$ cat config.mk
export PLATFORM = sky130hd
export DESIGN_NAME = wb_redirect_unit
export DESIGN_NICKNAME = d
export VERILOG_FILES = /design/src/rtl/wbr_pkg.sv /design/src/rtl/wbr_dest_fifo.sv /design/src/rtl/wbr_ctrl.sv /design/src/rtl/wbr_datapath.sv /design/src/rtl/wb_redirect_unit.sv
export SDC_FILE = /design/constraint.sdc
export NUM_CORES = 2
export LEC_CHECK = 0
export BUFFER_PORTS_ARGS = -buffer_cell sky130_fd_sc_hd__buf_2
export CORE_MARGIN = 2
export CORE_UTILIZATION = 67
export DETAILED_ROUTE_END_ITERATION = 6
export PLACE_DENSITY = 0.86
export REMOVE_ABC_BUFFERS = 1
export SETUP_SLACK_MARGIN = 0.4
export SYNTH_ARGS = -nofsm -noshare
export SYNTH_HDL_FRONTEND = slang
export SYNTH_HIERARCHICAL = 1
export SYNTH_SLANG_ARGS = --single-unit
$ cat constraint.sdc
create_clock -name clk -period 10.7 [get_ports clk]
set_input_delay 2.14 -clock clk [delete_from_list [all_inputs] [get_ports clk]]
set_output_delay 2.14 -clock clk [all_outputs]
set_load 0.02 [all_outputs]
$ cat src/rtl/wbr_pkg.sv
package wbr_pkg;
  localparam int NUM_REGS = 32;
  localparam int REG_AW   = $clog2(NUM_REGS);
  localparam int LINK_REG = 1;
  localparam int FLAG_REG = 3;

  typedef enum logic [1:0] {
    KIND_OTHER = 2'd0,
    KIND_REG   = 2'd1,
    KIND_IMM   = 2'd2,
    KIND_JUMP  = 2'd3
  } kind_e;

  typedef enum logic [2:0] {
    OP_PLAIN  = 3'd0,
    OP_STORE  = 3'd1,
    OP_VSTORE = 3'd2,
    OP_LINK   = 3'd3,
    OP_JUMP   = 3'd4
  } op_e;

  // strobes from control to datapath
  typedef struct packed {
    logic              popDest;
    logic              wrEn;
    logic [REG_AW-1:0] wrIdx;
    logic              linkWr;
    logic              flush;
  } wbr_strobe_t;
endpackage

$ cat src/rtl/wbr_dest_fifo.sv
module wbr_dest_fifo #(
  parameter int DEPTH = 8,
  parameter int IDX_W = 6
) (
  input  logic             clk,
  input  logic             rst_n,
  input  logic             pushValid,
  input  logic [IDX_W-1:0] pushIdx,
  input  logic             pop,
  input  logic             flush,
  output logic [IDX_W-1:0] frontIdx,
  output logic             full,
  output logic             empty
);
  localparam int PTR_W = (DEPTH > 1) ? $clog2(DEPTH) : 1;
  localparam int CNT_W = $clog2(DEPTH + 1);

  logic [IDX_W-1:0] slots [DEPTH];
  logic [PTR_W-1:0] wrPtr, rdPtr;
  logic [CNT_W-1:0] count;
  logic             doPush, doPop;

  function automatic logic [PTR_W-1:0] nextPtr(input logic [PTR_W-1:0] p);
    return (p == PTR_W'(DEPTH - 1)) ? '0 : p + PTR_W'(1);
  endfunction

  assign full     = (count == CNT_W'(DEPTH));
  assign empty    = (count == '0);
  assign frontIdx = slots[rdPtr];
  assign doPush   = pushValid && !full && !flush;
  assign doPop    = pop && !empty && !flush;

  always_ff @(posedge clk) begin
    if (!rst_n) begin
      wrPtr <= '0;
      rdPtr <= '0;
      count <= '0;
    end else if (flush) begin
      wrPtr <= '0;
      rdPtr <= '0;
      count <= '0;
    end else begin
      if (doPush) wrPtr <= nextPtr(wrPtr);
      if (doPop)  rdPtr <= nextPtr(rdPtr);
      case ({doPush, doPop})
        2'b10:   count <= count + CNT_W'(1);
        2'b01:   count <= count - CNT_W'(1);
        default: count <= count;
      endcase
    end
  end

  always_ff @(posedge clk) begin
    if (doPush) slots[wrPtr] <= pushIdx;
  end


  flush_empties_chk: assert property (@(posedge clk) disable iff (!rst_n)
    flush |=> empty);


  no_overflow_chk: assert property (@(posedge clk) disable iff (!rst_n)
    full && pushValid && !pop && !flush |=> full && frontIdx == $past(frontIdx));
endmodule

$ cat src/rtl/wbr_ctrl.sv
module wbr_ctrl
  import wbr_pkg::*;
#(
  parameter int DATA_W = 32,
  parameter int IDX_W  = 6
) (
  input  logic              clk,
  input  logic              rst_n,
  input  logic              retValid,
  input  logic [1:0]        retKind,
  input  logic [2:0]        retOp,
  input  logic [DATA_W-1:0] retOperand,
  input  logic [DATA_W-1:0] fetchPc,
  input  logic [IDX_W-1:0]  frontIdx,
  input  logic              destEmpty,
  output wbr_strobe_t       strobe
);
  logic isRegImm, isStoreOp, idxInRange, jumpTaken;

  assign isRegImm   = (retKind == KIND_REG) || (retKind == KIND_IMM);
  assign isStoreOp  = (retOp == OP_STORE) || (retOp == OP_VSTORE);
  assign idxInRange = (frontIdx < IDX_W'(NUM_REGS));
  assign jumpTaken  = retValid && (retKind == KIND_JUMP) && (retOperand != fetchPc);

  always_comb begin
    strobe         = '0;
    strobe.popDest = retValid && isRegImm && !destEmpty;
    strobe.wrEn    = strobe.popDest && idxInRange && !isStoreOp;
    strobe.wrIdx   = frontIdx[REG_AW-1:0];
    strobe.flush   = jumpTaken;
    strobe.linkWr  = jumpTaken && (retOp == OP_LINK);
  end


  store_nowrite_chk: assert property (@(posedge clk) disable iff (!rst_n)
    retValid && isRegImm && isStoreOp |-> !strobe.wrEn);


  idx_range_chk: assert property (@(posedge clk) disable iff (!rst_n)
    strobe.popDest && frontIdx >= IDX_W'(NUM_REGS) |-> !strobe.wrEn);


  same_pc_chk: assert property (@(posedge clk) disable iff (!rst_n)
    retValid && retKind == KIND_JUMP && retOperand == fetchPc |-> !strobe.flush && !strobe.linkWr);
endmodule

$ cat src/rtl/wbr_datapath.sv
module wbr_datapath
  import wbr_pkg::*;
#(
  parameter int DATA_W = 32,
  parameter int SEL_W  = $clog2(DATA_W)
) (
  input  logic              clk,
  input  logic              rst_n,
  input  wbr_strobe_t       strobe,
  input  logic [DATA_W-1:0] retOperand,
  input  logic [DATA_W-1:0] fetchPc,
  input  logic [REG_AW-1:0] rdAddr,
  output logic [DATA_W-1:0] rdData,
  input  logic [SEL_W-1:0]  condSel,
  output logic              condFlag,
  output logic              squash,
  output logic [DATA_W-1:0] redirectPc
);
  logic [DATA_W-1:0] regs [NUM_REGS];
  logic [DATA_W-1:0] flagWord;

  always_ff @(posedge clk) begin
    if (!rst_n) begin
      for (int i = 0; i < NUM_REGS; i++) regs[i] <= '0;
    end else begin
      if (strobe.wrEn)   regs[strobe.wrIdx] <= retOperand;
      if (strobe.linkWr) regs[LINK_REG] <= fetchPc + DATA_W'(1);
    end
  end

  always_ff @(posedge clk) begin
    if (!rst_n) begin
      squash     <= 1'b0;
      redirectPc <= '0;
    end else begin
      squash <= strobe.flush;
      if (strobe.flush) redirectPc <= retOperand;
    end
  end

  assign rdData   = regs[rdAddr];
  assign flagWord = regs[FLAG_REG];
  assign condFlag = flagWord[condSel];


  redirect_pulse_chk: assert property (@(posedge clk) disable iff (!rst_n)
    strobe.flush |=> squash && redirectPc == $past(retOperand));


  link_value_chk: assert property (@(posedge clk) disable iff (!rst_n)
    strobe.linkWr |=> regs[LINK_REG] == $past(fetchPc) + DATA_W'(1));
endmodule

$ cat src/rtl/wb_redirect_unit.sv
module wb_redirect_unit
  import wbr_pkg::*;
#(
  parameter int DATA_W     = 32,
  parameter int IDX_W      = 6,
  parameter int FIFO_DEPTH = 8,
  parameter int SEL_W      = $clog2(DATA_W)
) (
  input  logic              clk,
  input  logic              rst_n,
  input  logic              pushValid,
  input  logic [IDX_W-1:0]  pushIdx,
  output logic              destFull,
  output logic              destEmpty,
  input  logic              retValid,
  input  logic [1:0]        retKind,
  input  logic [2:0]        retOp,
  input  logic [DATA_W-1:0] retOperand,
  input  logic [DATA_W-1:0] fetchPc,
  output logic              squash,
  output logic [DATA_W-1:0] redirectPc,
  input  logic [REG_AW-1:0] rdAddr,
  output logic [DATA_W-1:0] rdData,
  input  logic [SEL_W-1:0]  condSel,
  output logic              condFlag
);
  wbr_strobe_t      strobe;
  logic [IDX_W-1:0] frontIdx;

  wbr_dest_fifo #(.DEPTH(FIFO_DEPTH), .IDX_W(IDX_W)) u_fifo (
    .clk(clk), .rst_n(rst_n),
    .pushValid(pushValid), .pushIdx(pushIdx),
    .pop(strobe.popDest), .flush(strobe.flush),
    .frontIdx(frontIdx), .full(destFull), .empty(destEmpty)
  );

  wbr_ctrl #(.DATA_W(DATA_W), .IDX_W(IDX_W)) u_ctrl (
    .clk(clk), .rst_n(rst_n),
    .retValid(retValid), .retKind(retKind), .retOp(retOp),
    .retOperand(retOperand), .fetchPc(fetchPc),
    .frontIdx(frontIdx), .destEmpty(destEmpty), .strobe(strobe)
  );

  wbr_datapath #(.DATA_W(DATA_W), .SEL_W(SEL_W)) u_dp (
    .clk(clk), .rst_n(rst_n), .strobe(strobe),
    .retOperand(retOperand), .fetchPc(fetchPc),
    .rdAddr(rdAddr), .rdData(rdData),
    .condSel(condSel), .condFlag(condFlag),
    .squash(squash), .redirectPc(redirectPc)
  );
endmodule

==> run summary <==
The detailed-route vias per instance is about 7. The length in cells of the worst reg-to-reg path is 5. Setup repair after global routing left no endpoint under its margin. Final hold analysis gives a worst-case slack of 0.530 ns. On the final layout, the worst clock skew is 0.0334 ns. The fraction of layout instances using a drive strength above 1 came out at 21.2%. The maximum fanout along the worst path is 62. Data on the critical path is required at its endpoint by between 8 and 9 ns. In this run the worst hold path is classified as reg2reg. The wire length of the first global-routing pass came out at 215000 um.

Before CTS, the worst setup slack after placement is between 3 and 4 ns. The worst stage delay on the critical path is 0.92 ns. The full die area came out at 0.0780 mm^2. Summed over all instances, the cell type with the most area after synthesis is sky130_fd_sc_hd__edfxtp_1. The total clock buffers created by CTS is 108. The count of endpoints failing hold in the final timing report came out at 0.

The total wirelength of the detailed-routed design is roughly 150000 um. Walking the worst path, the cells encountered are buf_8 > buf_4 > mux4_2 > o22ai_1 > nor4_1 > buf_2. The number of standard-cell rows in the floorplan is 100. The worst slew margin relative to its limit is 9.01%. Excluding fillers, the count of instances in the completed layout stands at 4420.

The clock-pin slew of the registers on the worst-case setup and hold paths came out at 0.06 ns. The number of pins with negative max-slew slack in the final report is 0. The horizontal die dimension came out at 279 um.

The highest ir drop seen on vdd is 0.142 mV. The vias after detailed routing came out at 31881. The flow ran to the end, but the final reports show violations. The count of maximum capacitance violations came out at 0. The routability congestion estimate from global placement is 0.939. After layout, the worst path uses around two thirds of the clock period. The gate count of the mapped netlist came out at ~3300. Dividing the detail-routed wire length by the instance count gives 34.0 um. The detailed placer's ending HPWL came out at 86800 um. For this design the static power due to leakage is 20.0 nW. The area of the mapped netlist came out at ~0.051 mm^2.

The initial antenna violation count came out at 15. The count of state elements after synthesis came out at 1118. The dominant register cell in the synthesized netlist is sky130_fd_sc_hd__edfxtp_1. Clock tree synthesis found a total of 1118 sinks. The setup-violating endpoint count in the final report is 0. The count of buffers added on input and output ports is 156. The checks that failed: DRC. By area the synthesized netlist is led by sky130_fd_sc_hd__edfxtp_1, sky130_fd_sc_hd__and2_1, sky130_fd_sc_hd__mux4_2.

For this configuration, the core starts out at a cell density of 68.0%. STA classifies the critical path startpoint as an input port. The number of hold buffers added after CTS was 0. The data arrival time of the worst path is 5.17 ns. The critical path endpoint category is an output port. The overall power of the completed layout came out at just over 9 mW. After routing the design area is 0.0560 mm^2. At the end of the flow the core is filled with cells to 74.9%. The cell depth of the worst min-delay path came out at 2. The number of gates given a new drive strength after cts is 0. During I/O placement, the number of pins put on the boundary was between 150 and 200. The total power density per cell area is between 150 and 200 mW/mm^2. The cell sitting at the root of the clock tree is a sky130_fd_sc_hd__clkbuf_16. The number of nets in the final layout is 3454. The transition at the pin with the smallest max-transition slack came out at 1.36 ns. The number of global-route vias before repair was 32191.

The total setup buffers inserted after CTS is 0. The first-pass iteration count of the detailed router came out at 7. The total of warnings raised by yosys came out at 6. The placed instance count is 4215.

Dividing the synthesized area by the synthesized cell count gives 15.3 um^2. The share of synthesized area in the top cell type comes to a little under two thirds. The reg2reg setup slack came out at 6.09 ns. The maximum clock insertion buffer count is 3. The area of the core is 0.0747 mm^2.

The distinct cell type count of the synthesized netlist is 56. TritonCTS built the clock tree. In this run the number of cells on the critical path is 6. The startpoint-to-endpoint class of the critical path is in2out. The clock reaches the later pin of the worst-skew pair after about 0.70 ns. Timing would allow up to about 140 MHz. The pin count of the biggest net entering global routing is 108. The violation count after the first detailed-route iteration came out at 5281. The remaining antenna violation count came out at 0.

For this run, design rule violations remaining after detail routing come to 2. The worst path setup slack after routing came out at 3.39 ns. The worst path in the final design needs a cycle of between 7 and 8 ns, including I/O delays and setup. The setup TNS is 0 ns. The number of enable-type register cells in the synthesized netlist came out at 1072. The layout-stage area growth over the synthesis result is 10.2%. The global routing usage summed across all routing layers came out at 39.1%. The H-tree depth came out at 3. In this run the cell area measured after placement is 0.0527 mm^2. The slowest stage of the critical path belongs to the cell sky130_fd_sc_hd__nor4_1. The total global routing overflow is 0.

The number of buffers and inverters on the critical path is 3. After synthesis, flip-flops and latches occupy 65.2% of the total area. Among cell families on the critical path, the largest total delay comes from buffers and inverters.

The overall die height came out at 279 um. The proportion of register bits with asynchronous set or reset after synthesis came out at 0%.
## synthesized netlist by cell type, drive strengths merged (5+ instances only)
cell type  count
edfxtp      1072
and2         994
mux4         268
clkbuf       243
o22ai        128
buf           67
o21ai         66
nand2         59
nor2          59
mux2i         52
xnor2         51
dfxtp         46
nor4          42
nor2b         36
nand4         23
xor2          15
nand3         13
ha             9
nor3           9
nand3b         8
a21oi          7
mux2           6
a22oi          5
and3           5
or3            5
## layout make-up
cell class | instances | area, um^2
timing repair buffer | 238 | 1460
tap | 969 | 1210
inverter | 4 | 15.0
multi-input combinational | 1886 | 16900
antenna | 8 | 20.0
fill | 4062 | 18700
clock inverter | 51 | 408
sequential | 1118 | 33100
clock buffer | 146 | 2880
## routing by layer
layer | track usage, % | vias to the layer above | share of wire (%)
met4 | 21.4 | 8 | 6.4
met1 | 49.4 | 15604 | 31
li1 | - | 12382 | -
met3 | 13.9 | 666 | 17
met2 | 59.8 | 3221 | 46
met5 | 0 | - | 0.062
## cell usage in the layout, fill, tap and decap left out, types with 9 or more instances in the layout
master	instances
sky130_fd_sc_hd__edfxtp_1	1072
sky130_fd_sc_hd__and2_1	994
sky130_fd_sc_hd__mux4_2	268
sky130_fd_sc_hd__buf_2	153
sky130_fd_sc_hd__o22ai_1	128
sky130_fd_sc_hd__clkbuf_16	109
sky130_fd_sc_hd__buf_4	80
sky130_fd_sc_hd__nand2_1	58
sky130_fd_sc_hd__mux2i_1	52
sky130_fd_sc_hd__xnor2_1	51
sky130_fd_sc_hd__dfxtp_1	46
sky130_fd_sc_hd__nor4_1	37
sky130_fd_sc_hd__clkbuf_1	36
sky130_fd_sc_hd__nor2b_1	36
sky130_fd_sc_hd__nor2_1	35
sky130_fd_sc_hd__o21ai_4	27
sky130_fd_sc_hd__o21ai_0	24
sky130_fd_sc_hd__nand4_1	22
sky130_fd_sc_hd__nor2_4	19
sky130_fd_sc_hd__clkinv_1	18
sky130_fd_sc_hd__clkinv_2	17
sky130_fd_sc_hd__xor2_1	15
sky130_fd_sc_hd__nand3_1	13
sky130_fd_sc_hd__o21ai_1	11
sky130_fd_sc_hd__ha_1	9
## worst min-delay path, cell delays in order (launching register included)
cell,delay [ns]
sky130_fd_sc_hd__dfxtp_1,0.33
sky130_fd_sc_hd__mux2i_1,0.07
sky130_fd_sc_hd__nor2b_1,0.09
## state kept, by name (all words and copies together) (netlist names), named ones only
register,flops
u_fifo/count,4
u_fifo/wrPtr,3
u_dp/squash,1
u_dp/redirectPc,32
u_fifo/rdPtr,3
u_fifo/slots,48
u_dp/regs,1024
## cell families after synthesis
group | Yosys count | synth area share [%]
xor gates and xnor gates | 66 | 1.14
DFF | 1118 | 65.2
AOI/OAI and AO/OA | 213 | 2.51
buffers and inverters | 315 | 2.60
adders and majority gates | 9 | 0.222
muxes | 326 | 13.0
and+or+nand+nor | 1272 | 15.3
## power by group
| part | total (mW) | internal (mW) | switching, mW |
|---|---|---|---|
| registers | 4.99 | 4.92 | 0.0628 |
| clock network | 3.61 | 2.00 | 1.61 |
| logic | 0.713 | 0.236 | 0.477 |
## worst paths after layout
check | start | endpoint
setup / recovery | rdAddr[1] | rdData[4]
hold / removal | u_dp/redirectPc[15] | u_dp/redirectPc[15]
setup reg to reg | register | u_dp/regs[1][31]
hold reg to reg | u_dp/redirectPc[15] | u_dp/redirectPc[15]
Note: power is estimated with default switching activity, not from simulation.
